### src/rtl/mp_pkg.sv
package mp_pkg;
  localparam int OFS_CTRL  = 0;
  localparam int OFS_FLAGS = 1;
  localparam int OFS_ADDR  = 2;
  localparam int CFG_BITS  = 4;

  typedef struct packed {
    logic trw;
    logic tce;
    logic pe;
    logic ie;
  } mp_cfg_t;
endpackage

### src/rtl/mp_regs.sv
module mp_regs
  import mp_pkg::*;
#(
  parameter int AW  = 16,
  parameter int DW  = 16,
  parameter int NCH = 2,
  parameter int RAW = 3
) (
  input  logic           clk,
  input  logic           rst_n,
  input  logic           reg_we,
  input  logic [RAW-1:0] reg_addr,
  input  logic [DW-1:0]  reg_wdata,
  input  logic           reg_rmw,
  input  logic [NCH-1:0] flags,
  output logic [DW-1:0]  reg_rdata,
  output mp_cfg_t        cfg      [NCH],
  output logic [AW-1:0]  cmp_addr [NCH],
  output logic [DW-1:0]  patch    [NCH],
  output logic [NCH-1:0] flag_clr
);
  localparam int CTRL_W  = CFG_BITS * NCH;
  localparam int PATCH_B = OFS_ADDR + NCH;

  logic [CTRL_W-1:0] ctrl_q;

  always_ff @(posedge clk or negedge rst_n) begin
    if (!rst_n) begin
      ctrl_q <= '0;
    end else if (reg_we && reg_addr == RAW'(OFS_CTRL)) begin
      ctrl_q <= reg_wdata[CTRL_W-1:0];
    end
  end

  for (genvar i = 0; i < NCH; i++) begin : g_ch
    always_ff @(posedge clk or negedge rst_n) begin
      if (!rst_n) begin
        cmp_addr[i] <= '0;
        patch[i]    <= '0;
      end else if (reg_we) begin
        if (reg_addr == RAW'(OFS_ADDR + i)) cmp_addr[i] <= reg_wdata[AW-1:0];
        if (reg_addr == RAW'(PATCH_B + i))  patch[i]    <= reg_wdata;
      end
    end
    assign cfg[i]      = mp_cfg_t'(ctrl_q[CFG_BITS*i +: CFG_BITS]);
    assign flag_clr[i] = reg_we && (reg_addr == RAW'(OFS_FLAGS)) && !reg_wdata[i];
  end

  always_comb begin
    reg_rdata = '0;
    if (reg_addr == RAW'(OFS_CTRL)) begin
      reg_rdata[CTRL_W-1:0] = ctrl_q;
    end else if (reg_addr == RAW'(OFS_FLAGS)) begin
      reg_rdata[NCH-1:0] = reg_rmw ? {NCH{1'b1}} : flags;
    end
    for (int i = 0; i < NCH; i++) begin
      if (reg_addr == RAW'(OFS_ADDR + i)) reg_rdata[AW-1:0] = cmp_addr[i];
      if (reg_addr == RAW'(PATCH_B + i))  reg_rdata = patch[i];
    end
  end

  // a read-modify-write read of the flag register shows all flags set
  a_r5_rmw_reads_one: assert property (@(posedge clk) disable iff (!rst_n)
    (reg_rmw && reg_addr == RAW'(OFS_FLAGS)) |-> (&reg_rdata[NCH-1:0]));
endmodule

### src/rtl/mp_channel.sv
module mp_channel
  import mp_pkg::*;
#(
  parameter int AW         = 16,
  parameter int DW         = 16,
  parameter bit DATA_BREAK = 1'b0,
  parameter bit GATED      = 1'b0
) (
  input  logic          clk,
  input  logic          rst_n,
  input  mp_cfg_t       cfg,
  input  logic [AW-1:0] cmp_addr,
  input  logic [DW-1:0] patch,
  input  logic          snp_valid,
  input  logic [AW-1:0] snp_addr,
  input  logic          snp_write,
  input  logic [DW-1:0] bus_data,
  input  logic          mode_block,
  input  logic          clr,
  output logic          hit,
  output logic          patch_sel,
  output logic          flag
);
  logic addr_ok, type_ok, data_ok, blocked;

  always_comb begin
    addr_ok   = snp_valid && (snp_addr == cmp_addr);
    type_ok   = !cfg.tce || (snp_write == cfg.trw);
    data_ok   = !(DATA_BREAK && cfg.ie && cfg.pe) || (bus_data == patch);
    blocked   = GATED && mode_block;
    hit       = addr_ok && type_ok && data_ok && !blocked;
    patch_sel = hit && cfg.pe && !cfg.ie && !snp_write;
  end

  always_ff @(posedge clk or negedge rst_n) begin
    if (!rst_n)   flag <= 1'b0;
    else if (hit) flag <= 1'b1;
    else if (clr) flag <= 1'b0;
  end

  // a set flag holds without a clear
  a_r2_flag_sticky: assert property (@(posedge clk) disable iff (!rst_n)
    (flag && !clr) |=> flag);
  // a match wins over a simultaneous clear
  a_r4_set_wins: assert property (@(posedge clk) disable iff (!rst_n)
    hit |=> flag);
  // only a match can raise the flag
  a_r11_no_spurious_set: assert property (@(posedge clk) disable iff (!rst_n)
    (!flag && !snp_valid) |=> !flag);
  // blocked channel never raises its flag
  a_r10_blocked_quiet: assert property (@(posedge clk) disable iff (!rst_n)
    (GATED && mode_block && !flag) |=> !flag);
endmodule

### src/rtl/mp_patch_unit.sv
module mp_patch_unit
  import mp_pkg::*;
#(
  parameter int AW  = 16,
  parameter int DW  = 16,
  parameter int NCH = 2,
  parameter int RAW = 3
) (
  input  logic           clk,
  input  logic           rst_n,
  input  logic           reg_we,
  input  logic [RAW-1:0] reg_addr,
  input  logic [DW-1:0]  reg_wdata,
  input  logic           reg_rmw,
  output logic [DW-1:0]  reg_rdata,
  input  logic           snp_valid,
  input  logic [AW-1:0]  snp_addr,
  input  logic           snp_write,
  input  logic [DW-1:0]  snp_wdata,
  input  logic [DW-1:0]  mem_rdata,
  output logic [DW-1:0]  cpu_rdata,
  input  logic           mask_mode,
  input  logic           range_mode,
  output logic           brk_irq
);
  mp_cfg_t        cfg      [NCH];
  logic [AW-1:0]  cmp_addr [NCH];
  logic [DW-1:0]  patch    [NCH];
  logic [NCH-1:0] flag_clr, flags, hits, psel;
  logic [DW-1:0]  bus_data;
  logic           mode_block;

  assign bus_data   = snp_write ? snp_wdata : mem_rdata;
  assign mode_block = mask_mode || range_mode;

  mp_regs #(.AW(AW), .DW(DW), .NCH(NCH), .RAW(RAW)) regs_i (
    .clk(clk), .rst_n(rst_n), .reg_we(reg_we), .reg_addr(reg_addr),
    .reg_wdata(reg_wdata), .reg_rmw(reg_rmw), .flags(flags),
    .reg_rdata(reg_rdata), .cfg(cfg), .cmp_addr(cmp_addr),
    .patch(patch), .flag_clr(flag_clr)
  );

  for (genvar i = 0; i < NCH; i++) begin : g_ch
    mp_channel #(
      .AW(AW), .DW(DW),
      .DATA_BREAK(i == 0),
      .GATED(i != 0)
    ) ch_i (
      .clk(clk), .rst_n(rst_n), .cfg(cfg[i]), .cmp_addr(cmp_addr[i]),
      .patch(patch[i]), .snp_valid(snp_valid), .snp_addr(snp_addr),
      .snp_write(snp_write), .bus_data(bus_data), .mode_block(mode_block),
      .clr(flag_clr[i]), .hit(hits[i]), .patch_sel(psel[i]), .flag(flags[i])
    );
  end

  always_comb begin
    brk_irq   = 1'b0;
    cpu_rdata = mem_rdata;
    for (int i = NCH - 1; i >= 0; i--) begin
      brk_irq = brk_irq || (flags[i] && cfg[i].ie);
      if (psel[i]) cpu_rdata = patch[i];
    end
  end

  // interrupt level drops only through a register write
  a_r7_irq_level: assert property (@(posedge clk) disable iff (!rst_n)
    (brk_irq && !reg_we) |=> brk_irq);
  // writes and idle cycles never see patched data
  a_r9_no_patch_on_write: assert property (@(posedge clk) disable iff (!rst_n)
    (!snp_valid || snp_write) |-> (cpu_rdata == mem_rdata));
endmodule

### config.mk
export PLATFORM = sky130hd
export DESIGN_NAME = mp_patch_unit
export DESIGN_NICKNAME = d
export VERILOG_FILES = /design/src/rtl/mp_pkg.sv /design/src/rtl/mp_regs.sv /design/src/rtl/mp_channel.sv /design/src/rtl/mp_patch_unit.sv
export SDC_FILE = /design/constraint.sdc
export NUM_CORES = 1
export LEC_CHECK = 0
export BUFFER_PORTS_ARGS = -buffer_cell sky130_fd_sc_hd__clkbuf_2
export CAP_MARGIN = 40
export CORE_ASPECT_RATIO = 1.75
export CORE_UTILIZATION = 49
export CTS_CLUSTER_DIAMETER = 200
export DETAILED_ROUTE_END_ITERATION = 6
export PLACE_DENSITY = 0.82
export SKIP_CTS_REPAIR_TIMING = 1
export SYNTH_ARGS = -nofsm -noshare
export SYNTH_HDL_FRONTEND = slang
export SYNTH_HIERARCHICAL = 1
export SYNTH_SLANG_ARGS = --single-unit
### constraint.sdc
create_clock -name clk -period 3.75 [get_ports clk]
set_input_delay 1.125 -clock clk [delete_from_list [all_inputs] [get_ports clk]]
set_output_delay 1.125 -clock clk [all_outputs]
set_load 0.02 [all_outputs]
======== After elaboration in Yosys (flattened, before gate mapping) ========
Index checks and enable logic that the tools add are counted.
word-level totals
  register bits after elaboration ......... 74
  word-level logic and storage cells ...... 72
operators by class
  equality and inequality tests ........... 10
  muxes and demuxes ....................... 15
  reduce and logical (&&, ||, !) cells .... 40
operators by type and width
  cell                                                              count
  16-bit 2-to-1 mux                                                 7
  16-bit == test                                                    3
  1-bit logical AND                                                 19
  1-bit zero test                                                   9
  2-bit AND reduction                                               4
  3-bit by 2-bit == test with 1-bit output (second input constant)  2
  3-bit == test (second input constant)                             2
  2-bit 2-to-1 mux                                                  3
  6-bit 2-to-1 mux                                                  1
  1-bit logical OR                                                  5
  1-bit 2-to-1 mux                                                  4
  2-bit nonzero test                                                2
  3-bit by 1-bit == test with 1-bit output (second input constant)  1
  3-bit zero test                                                   1
  1-bit == test                                                     2

======== Depth between registers and ports, before layout ========
Gate-level depths: netlist of run 1.
  depth after elaboration ................. 9
  mapped depth ............................ 8
  mapped depth without buffers ............ 7

======== By module ========
Netlist of run 1, hierarchy kept.
by module, submodules not included
  module                      times used  cells an instance  area an instance (sq um)
  mp_regs                     1           233                3375.7
  mp_patch_unit               1           73                 609.3
  mp_channel at g_ch[0].ch_i  1           52                 429.2
  mp_channel at g_ch[1].ch_i  1           31                 254.0

======== Worst setup path before layout of run 1 ========
OpenSTA, ideal clock, no wires.
  path kind ............................... input to output
  start point ............................. input range_mode
  end point ............................... output cpu_rdata[2]
  arrival time ............................ 2.823 ns
  required time ........................... 2.625 ns
  path slack .............................. -0.198 ns
  stages on the path ...................... 7
  cell sequence ........................... or2_2 -> a2111oi_2 -> nand4_1 -> nor3_2 -> buf_6 -> mux2i_1 -> o21ai_0
between the ends
  word-level cells in the longest chain between the ends .. 8
RTL lines
  item                             line                 source
  from (decl)                      mp_patch_unit.sv:23  input logic range_mode,
  1-bit logical OR                 mp_patch_unit.sv:34  assign mode_block = mask_mode || range_mode;
  1-bit zero test                  mp_channel.sv:31     hit = addr_ok && type_ok && data_ok && !blocked;
  1-bit logical AND                mp_channel.sv:31
  1-bit logical AND (3 in series)  mp_channel.sv:32     patch_sel = hit && cfg.pe && !cfg.ie && !snp_write;
  net psel[1]                      mp_patch_unit.sv:29  logic [NCH-1:0] flag_clr, flags, hits, psel;
  16-bit 2-to-1 mux (2 in series)  mp_patch_unit.sv:61  if (psel[i]) cpu_rdata = patch[i];
  to (decl)                        mp_patch_unit.sv:21  output logic [DW-1:0] cpu_rdata,
The timed path passes the listed nets, and every way through them passes these cells.

======== Worst setup path after layout of run 1 ========
  start point ............................. input snp_addr[12]
  end point ............................... output cpu_rdata[14]
between the ends
  elaborated cells on any way between the ends .. 16
  those cells by class .................... eq/ne (2); mux (2); reduce/logical (12)
RTL lines
  item                             line                 source
  from (decl)                      mp_patch_unit.sv:17  input logic [AW-1:0] snp_addr,
  16-bit == test                   mp_channel.sv:27     addr_ok = snp_valid && (snp_addr == cmp_addr);
  1-bit logical AND                mp_channel.sv:27
  1-bit logical AND (2 in series)  mp_channel.sv:31
  1-bit logical AND (3 in series)  mp_channel.sv:32
  net psel[0]                      mp_patch_unit.sv:29
  16-bit 2-to-1 mux                mp_patch_unit.sv:61
The timed path passes the listed nets, and every way through them passes these cells.

==> out/summary.log, run 1 <==
qor: outcome.failing_checks setup timing
qor: pwr.leakagePower 0.00277 uW
qor: synthesis.syn-cell-area 0.00466 mm2
qor: synthesis.yosysWarningCount 6
qor: route.detail_route.wirelength 14,100 um
qor: pwr.p_per_area 498 mW/mm2
qor: sta.rsz0062_at_grt true
qor: sta.final_hold_viol_count 0
qor: placed_design.dp.cells 630
qor: cts.clock_root_buffer clkbuf_16
qor: global_route.grt_first_pass_wirelength 20,700 um
qor: synthesis.synth.avg_cell_area 12.0 um2
qor: global_route.antenna_found_initial 0
qor: die.die_h 131 um
qor: placed_design.place_hpwl 9880 um
qor: critical_path.cp_cell_sequence clkbuf_2 > buf_4 > xnor2_1 > nand4_1 > nor2_1 > nand4_1 > nor4b_4 > buf_4 > buf_4 > nand2_1 > o21ai_1 > buf_2
qor: critical_path.crit_path_top_delay_cell nor4b_4
qor: final_layout.final_cell_count_no_fill 649
qor: sta.fin_worst_skew 4.59 ps
qor: sta.fin_hold_ws 536 ps
qor: die.initial_core_util 50.9%
qor: placed_design.post-place-ws -472 ps
qor: die.placement_rows 46
qor: cts.clk_transition_reported_paths 50 ps
qor: placed_design.numPortBuffers 107
qor: critical_path.critical_path.startpoint_type input pin
qor: final_layout.final_layout_size_suffix_gt1_share 52.0%
qor: cts.clock_sinks 74
qor: sta.number_of_max_slew_violations_in_the_final_report 0
qor: sta.max_freq 0.241 GHz
qor: global_route.number_of_global_route_vias_before_repair 3,881
qor: sta.post_route_worst_setup_slack -400 ps
qor: final_layout.antennaDiodeCount 0
qor: cts.number_of_cts_inserted_buffers 9
qor: cts.clk_latency 350 ps
qor: route.detailedRoute.firstIterationViolations 310
qor: placed_design.routabilityCongestion 0.933
qor: critical_path.critical_path.max_stage_delay 250 ps
qor: die.core_region_area 0.00915 mm2
qor: sta.max-slew-margin-rel 61.2%
qor: synthesis.syn-num-nets 462
qor: cts.cts_tree built
qor: route.router_iterations_before_antenna_repair 4
qor: sta.finalWorstPathRequiredPeriod 4150 ps
qor: critical_path.timing.critical_path.required 2620 ps
qor: route.route.vias.total 3,836
qor: critical_path.critical_path_peak_fanout 10
qor: die.floorplan.die.width 75.7 um
qor: route.detail_route.wl_per_cell 21.7 um
qor: hold_path.holdCritPathClass reg -> reg
qor: route.antenna_left 0
qor: die.pin_count 108
qor: cts.htree_levels 3
qor: global_route.grt_use_total 29.4%
qor: outcome.outcome complete, but fails checks
qor: critical_path.cp_data_arrival_time 3020 ps
qor: critical_path.worst-path-buf-inv 5
qor: sta.finalSetupViolCount 16
qor: route.drc_errors 0
qor: sta.timing.final.crit_share 111%
qor: pwr.vdd_drop_max 314 uV
qor: global_route.globalRoute.totalOverflow 0
qor: route.routed_via_density 5.91
qor: die.die_area 0.00992 mm2
qor: critical_path.cp_top_family buffers and inverters
qor: global_route.grt_max_degree 32
qor: final_layout.area_delta_synth_final 30.4%
qor: critical_path.worst_setup_path_end_kind output port
qor: sta.max_slew.worst_pin.slew 581 ps
qor: critical_path.crit_path_frequent_cell buf_4
qor: sta.totalNegativeSetupSlack -5450 ps
qor: critical_path.worst-setup-path-type in -> out
qor: flow_run.maxCapViolations 0
qor: cts.clock_tree.buffer_depth 2
qor: final_layout.final_net_count 599
qor: synthesis.postSynthCellCount 387
## path summary, 6_finish.rpt
kind | start | end | cells past startpoint | slack (ps)
setup / recovery | snp_addr[12] | cpu_rdata[14] | 12 | -400
hold / removal | regs_i/patch[0] | regs_i/patch[0] | 1 | 540
setup reg to reg | regs_i/cmp_addr[13] | g_ch[1].ch_i/flag | 6 | 2060
hold reg to reg | regs_i/patch[0] | regs_i/patch[0] | 1 | 540
max in group asynchronous | rst_n | regs_i/patch[11] | 2 | 2340
min in group asynchronous | rst_n | regs_i/cmp_addr[3] | 1 | 680
## area by class of cell
cell class,count,area [um2]
timing repair buffer,146,935
clock inverter,5,125
clock buffer,11,243
multi-input combinational,289,2760
inverter,4,15.0
tap,120,150
fill,637,3070
sequential,74,1850
## flip-flops by register name, indices dropped and copies added (netlist names)
name / count
regs_i/cmp_addr: 32
regs_i/patch: 32
regs_i/ctrl_q: 8
g_ch.ch_i/flag: 2
## worst reg2reg max path, cell delays in order (launching register included)
cell     delay, ps
dfrtp_1        450
xor2_4         220
nor4_4         310
buf_4          160
nand4_1        160
buf_4          190
o22ai_1        120
## cell usage in the layout, fill, tap and decap left out, drive strengths merged, types with 2 or more instances in the layout
master / count
a21oi: 7
a221oi: 6
a22oi: 6
buf: 58
bufinv: 4
clkbuf: 99
dfrtp: 74
inv: 4
mux2: 94
mux2i: 36
nand2: 19
nand2b: 3
nand3: 3
nand4: 5
nor2: 6
nor2b: 4
nor3: 4
nor3b: 3
nor4: 8
o21ai: 16
o22ai: 10
o31ai: 2
o32a: 2
xnor2: 12
xor2: 38
## power breakdown
group	leakage [uW]	internal [uW]	total [uW]	switching, uW
clock	0.000180	734	1070	333
sequential	0.000890	975	1170	198
combinational	0.00170	406	786	380
total	0.00277	2120	3030	911
## per-stage QoR
step	util [%]	instance area, um2	power, uW
floorplan	-	4700	1610
global placement	60.3	5520	1870
detailed placement	60.3	5520	1910
CTS	64.3	5890	2980
global route	66.4	6080	3150
finish	66.4	6080	3030
## metal layers
| layer | share of wire [%] | wire (um) | track usage [%] |
|---|---|---|---|
| met4 | 5.0 | 698 | 16.7 |
| met3 | 5.4 | 752 | 6.13 |
| met2 | 52 | 7340 | 49.8 |
| met5 | 0 | 0 | 0 |
| met1 | 37 | 5260 | 33.6 |
Note: power is estimated with default switching activity, not from simulation.
==> inputs of run 2 (changes only) <==
Settings changed: CORE_ASPECT_RATIO 1.75 to 1.2.
==> run 2 against run 1 <==
Compared with the run above:
- the flow still finishes with violations (setup timing)
- wire length fell by 5.5%
- register-to-register slack got worse by 100 ps
- non-clock buffer count fell by 2
- fmax rose by 0.58%
- clock power fell by 44%
- setup slack improved by 24 ps
- largest cell class unchanged
- sequential cell count did not move
==> out/summary.log, run 2 (synthesis gave the netlist of run 1 again) <==
qor: outcome.outcome complete, but fails checks
qor: outcome.failing_checks setup timing
qor: die.floorplan.die.width 91.0 um [+20%]
qor: cts.htree_levels 3 [unchanged]
qor: final_layout.area.sequential 0.00185 mm2 [unchanged]
qor: placed_design.numPortBuffers 107 [unchanged]
qor: critical_path.critical_path.max_stage_delay 410 ps [+160 ps]
qor: sta.finalWorstPathRequiredPeriod 4130 ps [-23.9 ps]
qor: pwr.netSwitchingPower 858 uW [-5.8%]
qor: cts.clock_sinks 74 [unchanged]
qor: final_layout.layout.core_utilization 65.6% [-0.86 points]
qor: route.routed_via_density 5.71 [-3.4%]
qor: global_route.grt_use_total 26.8% [-2.7 points]
qor: placed_design.post_dp_cell_area 0.00553 mm2 [+0.23%]
qor: pwr.vdd_drop_max 298 uV [-4.9%]
qor: cts.number_of_cts_inserted_buffers 9 [unchanged]
qor: final_layout.layout_commonest_cell clkbuf_2
qor: pwr.leakagePower 0.00269 uW [-2.6%]
qor: cts.cts_tree built
qor: sta.rsz0062_at_grt true
qor: critical_path.crit_path_frequent_cell buf_12
qor: sta.max-slew-margin-rel 39.8% [-21 points]
qor: sta.timing.final.crit_share 110% [-0.64 points]
qor: critical_path.crit_path_top_delay_cell a2111oi_4
qor: critical_path.critical_path.startpoint_type input pin
qor: sta.max_freq 0.242 GHz [+0.58%]
qor: global_route.number_of_global_route_vias_before_repair 3,742 [-3.6%]
qor: die.die_h 109 um [-17%]
qor: final_layout.largestRegisters regs_i/cmp_addr: 32 flops, regs_i/patch: 32 flops, regs_i/ctrl_q: 8 flops
qor: hold_path.hp-start regs_i/ctrl_q[2]
qor: final_layout.final_net_count 597 [-0.33%]
qor: sta.max_slew.worst_pin.slew 903 ps [+322 ps]
qor: critical_path.worstSetupStartpoint snp_write
qor: critical_path.cp_cell_sequence buf_6 > xor2_4 > a2111oi_4 > nand4_1 > nor3_4 > buf_12 > buf_12 > mux2i_1 > o21ai_2 > buf_2
qor: final_layout.final_cell_mix 89 x clkbuf_2, 74 x dfrtp_1, 64 x mux2_2, 35 x xor2_1
qor: sta.number_of_max_slew_violations_in_the_final_report 0 [unchanged]
qor: final_layout.final_layout_size_suffix_gt1_share 51.8% [-0.18 points]
qor: pwr.comb_power_share 29.8% [+3.8 points]
qor: cts.clock_tree.buffer_depth 2 [unchanged]
qor: die.placement_rows 38 [-17%]
qor: die.pin_count 108 [unchanged]
qor: global_route.antenna_found_initial 0 [unchanged]
qor: route.route.vias.total 3,695 [-3.7%]
qor: sta.post_route_worst_setup_slack -376 ps [+23.9 ps]
qor: critical_path.critical_path_peak_fanout 5 [-5]
qor: final_layout.multiInputGateArea 0.00279 mm2 [+1.0%]
qor: pwr.power.share.clock 23.8% [-11 points]
qor: sta.fin_worst_skew 5.52 ps [+0.927 ps]
qor: cts.clk_transition_reported_paths 80 ps [+30 ps]
qor: placed_design.routabilityCongestion 0.856 [-8.3%]
qor: critical_path.worst-setup-path-type in -> out
qor: final_layout.area_delta_synth_final 28.4%
qor: critical_path.cp_data_arrival_time 3000 ps [-20 ps]
qor: flow_run.maxCapViolations 0 [unchanged]
qor: global_route.globalRoute.totalOverflow 0 [unchanged]
qor: die.core_region_area 0.00913 mm2 [-0.25%]
qor: final_layout.filler_cell_count 687 [+7.8%]
qor: pwr.switching_share 34.0% [+3.8 points]
qor: pwr.p_per_area 422 mW/mm2 [-15%]
qor: cts.clk_latency 360 ps [about the same]
qor: cts.clock_root_buffer clkbuf_8
qor: global_route.grt_first_pass_wirelength 19,600 um [-5.2%]
qor: sta.final_hold_viol_count 0 [unchanged]
qor: critical_path.worst-path-buf-inv 4 [-1]
qor: critical_path.timing.critical_path.required 2620 ps [about the same]
qor: critical_path.worst_setup_path_end_kind output port
qor: sta.finalSetupViolCount 16 [unchanged]
qor: final_layout.antennaDiodeCount 0 [unchanged]
qor: global_route.grt_max_degree 39 [+22%]
qor: route.router_iterations_before_antenna_repair 5 [+1]
qor: final_layout.finish.instance_area 0.00598 mm2 [-1.5%]
qor: pwr.internal-power 1670 uW [-21%]
qor: critical_path.cp_top_family buffers and inverters
qor: hold_path.holdCritPathClass reg -> reg
qor: route.antenna_left 0 [unchanged]
qor: pwr.power.sequential.fraction 46.4% [+7.6 points]
qor: critical_path.crit-reg2reg-launch regs_i/patch[17]
qor: die.initial_core_util 51.1% [+0.13 points]
qor: route.drc_errors 0 [unchanged]
qor: route.detailedRoute.firstIterationViolations 300 [-3.2%]
qor: placed_design.post-place-ws -372 ps [+100 ps]
qor: die.die_area 0.00991 mm2 [-0.14%]
qor: route.detail_route.wirelength 13,300 um [-5.5%]
qor: route.detail_route.wl_per_cell 20.5 um [-5.2%]
qor: placed_design.place_hpwl 9290 um [-6.0%]
## run 2: cell types whose count changed in the layout (fill, tap and decap cells not counted), moves of 4 or more
cell / before / now
buf_12: 1 / 6
buf_6: 15 / 9
bufinv_16: 4 / 0
clkbuf_16: 9 / 2
clkbuf_8: 1 / 12
## run 2: layer usage
layer / GRT usage, % / share of wire (%)
met1: 32.0 / 40
met2: 47.7 / 51
met3: 4.81 / 5.7
met4: 11.0 / 3.0
met5: 0 / 0
## run 2: final timing paths
| kind | end | slack, ps | cells past startpoint |
|---|---|---|---|
| hold / removal | regs_i/ctrl_q[2] | 550 | 1 |
| setup reg to reg | g_ch[0].ch_i/flag | 1960 | 5 |
| min in group asynchronous | regs_i/patch[1] | 880 | 1 |
| max in group asynchronous | regs_i/cmp_addr[23] | 2060 | 2 |
| setup / recovery | cpu_rdata[4] | -380 | 10 |
| hold reg to reg | regs_i/ctrl_q[2] | 550 | 1 |
## run 2: metrics by stage
| stage | hold WS, ps | setup TNS [ps] | power (uW) | cells |
|---|---|---|---|---|
| 2_1_floorplan | 499 | 0 | 1610 | 387 |
| 3_3_place_gp | 518 | -4840 | 1850 | 625 |
| 3_5_place_dp | 528 | -5560 | 1880 | 625 |
| 4_1_cts | 544 | -5560 | 2480 | 641 |
| 5_1_grt | 568 | -7130 | 2640 | 647 |
| 6_report | 549 | -5600 | 2530 | 647 |
## run 2: final cells by class
cell class	instances	area share, %
Multi-Input combinational cell	289	46.6
Sequential cell	74	30.9
Timing Repair Buffer	144	16.7
Clock buffer	15	2.95
Tap cell	120	2.51
Inverter	4	0.251
Clock inverter	1	0.125
## run 2: power by group through the flow
stage	clock (uW)	sequential [uW]	combinational, uW
floorplan	0	1110	496
global placement	0	1160	691
detailed placement	0	1170	711
CTS	606	1160	717
global route	635	1200	802
finish	602	1170	752
==> inputs of run 3 (changes only) <==
Settings changed: CORE_ASPECT_RATIO 1.2 to unset, SLEW_MARGIN set to 25.
==> run 3 against run 2 <==
Compared with the run above:
- the run still ends with setup timing left
- clock skew hardly changed
- final area down 0.15%
- sequential share of layout area is essentially flat
- setup slack gained 59 ps
- global-route usage is 0.48 points higher
- utilization decreased by 0.88 points
- sequential cell count unchanged
- critical path depth grew 1
- wire length is 0.27% lower
- critical path type unchanged
==> out/summary.log, run 3 (synthesis gave the netlist of run 1 again) <==
qor: outcome.outcome complete, but fails checks
qor: outcome.failing_checks setup timing
qor: critical_path.crit-reg2reg-launch regs_i/patch[17]
qor: placed_design.place_hpwl 9670 um [+4.2%]
qor: final_layout.antennaDiodeCount 0 [unchanged]
qor: pwr.comb_power_share 29.8% [about the same]
qor: critical_path.worst_setup_path_end_kind output port
qor: critical_path.worst-setup-path-type in -> out
qor: sta.timing.final.crit_share 108% [-1.6 points]
qor: pwr.vdd_drop_max 193 uV [-35%]
qor: global_route.grt_max_degree 38 [-2.6%]
qor: die.core_region_area 0.00924 mm2 [+1.2%]
qor: die.die_h 99.5 um [-8.6%]
qor: die.placement_rows 35 [-7.9%]
qor: route.detailedRoute.firstIterationViolations 216 [-28%]
qor: route.antenna_left 0 [unchanged]
qor: final_layout.final_cell_count_no_fill 658 [+1.7%]
qor: cts.htree_levels 3 [unchanged]
qor: final_layout.layout.core_utilization 64.7% [-0.88 points]
qor: flow_run.maxCapViolations 0 [unchanged]
qor: placed_design.dp.cells 635 [+1.6%]
qor: hold_path.holdCritPathClass reg -> reg
qor: sta.max_slew.worst_pin.slew 559 ps [-343 ps]
qor: final_layout.finish.instance_area 0.00598 mm2 [-0.15%]
qor: cts.clk_latency 350 ps [about the same]
qor: critical_path.reg2reg_slack 1960 ps [about the same]
qor: global_route.globalRoute.totalOverflow 0 [unchanged]
qor: die.pin_count 108 [unchanged]
qor: sta.max-slew-margin-rel 62.7% [+23 points]
qor: cts.cts_tree built
qor: sta.max_freq 0.246 GHz [+1.5%]
qor: global_route.grt_first_pass_wirelength 20,300 um [+3.5%]
qor: global_route.antenna_found_initial 0 [unchanged]
qor: sta.rsz0062_at_grt true
qor: pwr.netSwitchingPower 874 uW [+1.8%]
qor: pwr.p_per_area 428 mW/mm2 [+1.4%]
qor: die.initial_core_util 50.4% [-0.62 points]
qor: placed_design.numPortBuffers 107 [unchanged]
qor: die.die_area 0.00991 mm2 [about the same]
qor: final_layout.final_cell_mix 92 x clkbuf_2, 74 x dfrtp_1, 64 x mux2_2, 33 x mux2i_1, 33 x xor2_1
qor: route.router_iterations_before_antenna_repair 5 [unchanged]
qor: route.routed_via_density 5.63 [-1.4%]
qor: critical_path.rr_endpoint g_ch[0].ch_i/flag
qor: final_layout.largestRegisters regs_i/cmp_addr: 32 flops, regs_i/patch: 32 flops, regs_i/ctrl_q: 8 flops
qor: pwr.power.share.clock 24.2% [+0.4 points]
qor: global_route.grt_use_total 27.2% [+0.48 points]
qor: pwr.leakagePower 0.00270 uW [+0.19%]
qor: critical_path.critical_path_peak_fanout 7 [+2]
qor: sta.post_route_worst_setup_slack -317 ps [+59.2 ps]
qor: sta.finalSetupViolCount 16 [unchanged]
qor: route.detail_route.wl_per_cell 20.1 um [-1.9%]
qor: sta.fin_worst_skew 5.36 ps [-0.161 ps]
qor: final_layout.area_delta_synth_final 28.2%
qor: final_layout.final_net_count 599 [+0.34%]
qor: placed_design.post_dp_cell_area 0.00552 mm2 [-0.11%]
qor: critical_path.critical_path.startpoint_type input pin
qor: sta.final_hold_viol_count 0 [unchanged]
qor: global_route.number_of_global_route_vias_before_repair 3,820 [+2.1%]
qor: pwr.internal-power 1680 uW [+0.90%]
qor: die.floorplan.die.width 99.5 um [+9.3%]
qor: sta.number_of_max_slew_violations_in_the_final_report 0 [unchanged]
qor: route.drc_errors 0 [unchanged]
qor: final_layout.final_layout_size_suffix_gt1_share 53.5% [+1.7 points]
qor: sta.finalWorstPathRequiredPeriod 4070 ps [-59.2 ps]
qor: critical_path.depth_of_the_worst_register_to_register_path 5 [unchanged]
qor: pwr.total_power 2560 uW [+1.2%]
qor: route.route.vias.total 3,706 [+0.30%]
qor: route.detail_route.wirelength 13,200 um [-0.27%]
qor: cts.number_of_cts_inserted_buffers 9 [unchanged]
qor: cts.clock_root_buffer clkbuf_8
qor: cts.clk_transition_reported_paths 80 ps [about the same]
qor: critical_path.cp_data_arrival_time 2940 ps [-60 ps]
qor: critical_path.worst_setup_path_endpoint cpu_rdata[15]
qor: cts.clock_sinks 74 [unchanged]
qor: placed_design.routabilityCongestion 0.900 [+5.1%]
qor: cts.clock_tree.buffer_depth 2 [unchanged]
qor: pwr.power.sequential.fraction 45.9% [-0.5 points]
qor: critical_path.timing.critical_path.required 2620 ps [about the same]
qor: pwr.switching_share 34.2% [+0.21 points]
qor: sta.totalNegativeSetupSlack -4460 ps [+1150 ps]
qor: final_layout.layout_commonest_cell clkbuf_2
qor: critical_path.worstSetupStartpoint snp_addr[11]
-- run 3: cell types whose count changed in the layout (fill, tap and decap cells not counted), moves of 3 or more --
cell / previous run / this run
clkbuf_2: 89 / 92
clkbuf_8: 12 / 9
buf_6: 9 / 15
mux2i_4: 3 / 0
nand2_2: 0 / 3
nand2_1: 19 / 16
-- run 3: power groups by stage --
| stage | combinational (uW) | sequential (uW) | clock, uW |
|---|---|---|---|
| after CTS | 726 | 1160 | 626 |
| after global placement | 694 | 1160 | 0 |
| after detailed placement | 721 | 1170 | 0 |
| final | 763 | 1180 | 620 |
| after global routing | 813 | 1200 | 663 |
| after floorplan | 496 | 1110 | 0 |
-- run 3: through the flow --
| step | setup WS [ps] | hold slack (ps) |
|---|---|---|
| finish | -317 | 557 |
| global route | -410 | 565 |
| CTS | -363 | 538 |
| detailed placement | -355 | 521 |
| global placement | -294 | 518 |
| floorplan | 17.2 | 499 |
-- run 3: cell type report --
| cell class | count | area [um2] |
|---|---|---|
| clock inverters | 6 | 67.6 |
| inverters | 4 | 15.0 |
| clock buffers | 10 | 128 |
| repair buffers | 146 | 965 |
| flip-flops and latches | 74 | 1850 |
| multi-input cells | 289 | 2790 |
| fillers | 718 | 3260 |
| well taps | 129 | 161 |
-- run 3: routing by layer --
| layer | vias to the layer above | track usage [%] | wire length (um) |
|---|---|---|---|
| li1 | 1689 | - | - |
| met2 | 147 | 47.4 | 6790 |
| met4 | 0 | 7.92 | 218 |
| met3 | 17 | 5.97 | 741 |
| met5 | - | 0 | 0 |
| met1 | 1853 | 34.0 | 5490 |
-- run 3: worst min-delay path by stage --
stage / startpoint / to / slack [ps] / depth (start not counted)
finish: regs_i/patch[15] / regs_i/patch[15] / 560 / 1
detailed placement: regs_i/patch[12] / regs_i/patch[12] / 520 / 1
floorplan: regs_i/ctrl_q[5] / regs_i/ctrl_q[5] / 500 / 1
global placement: regs_i/patch[15] / regs_i/patch[15] / 520 / 1
CTS: regs_i/patch[12] / regs_i/patch[12] / 540 / 1
global route: regs_i/patch[13] / regs_i/patch[13] / 570 / 1
-- run 3: worst max-delay path, stage by stage --
cell,delay [ps]
clkbuf_2,120
xnor2_1,180
nand4_1,130
nor2_1,160
nand4_1,190
nor4b_4,470
buf_4,180
buf_6,120
nand2_2,40
o21ai_1,70
buf_4,150
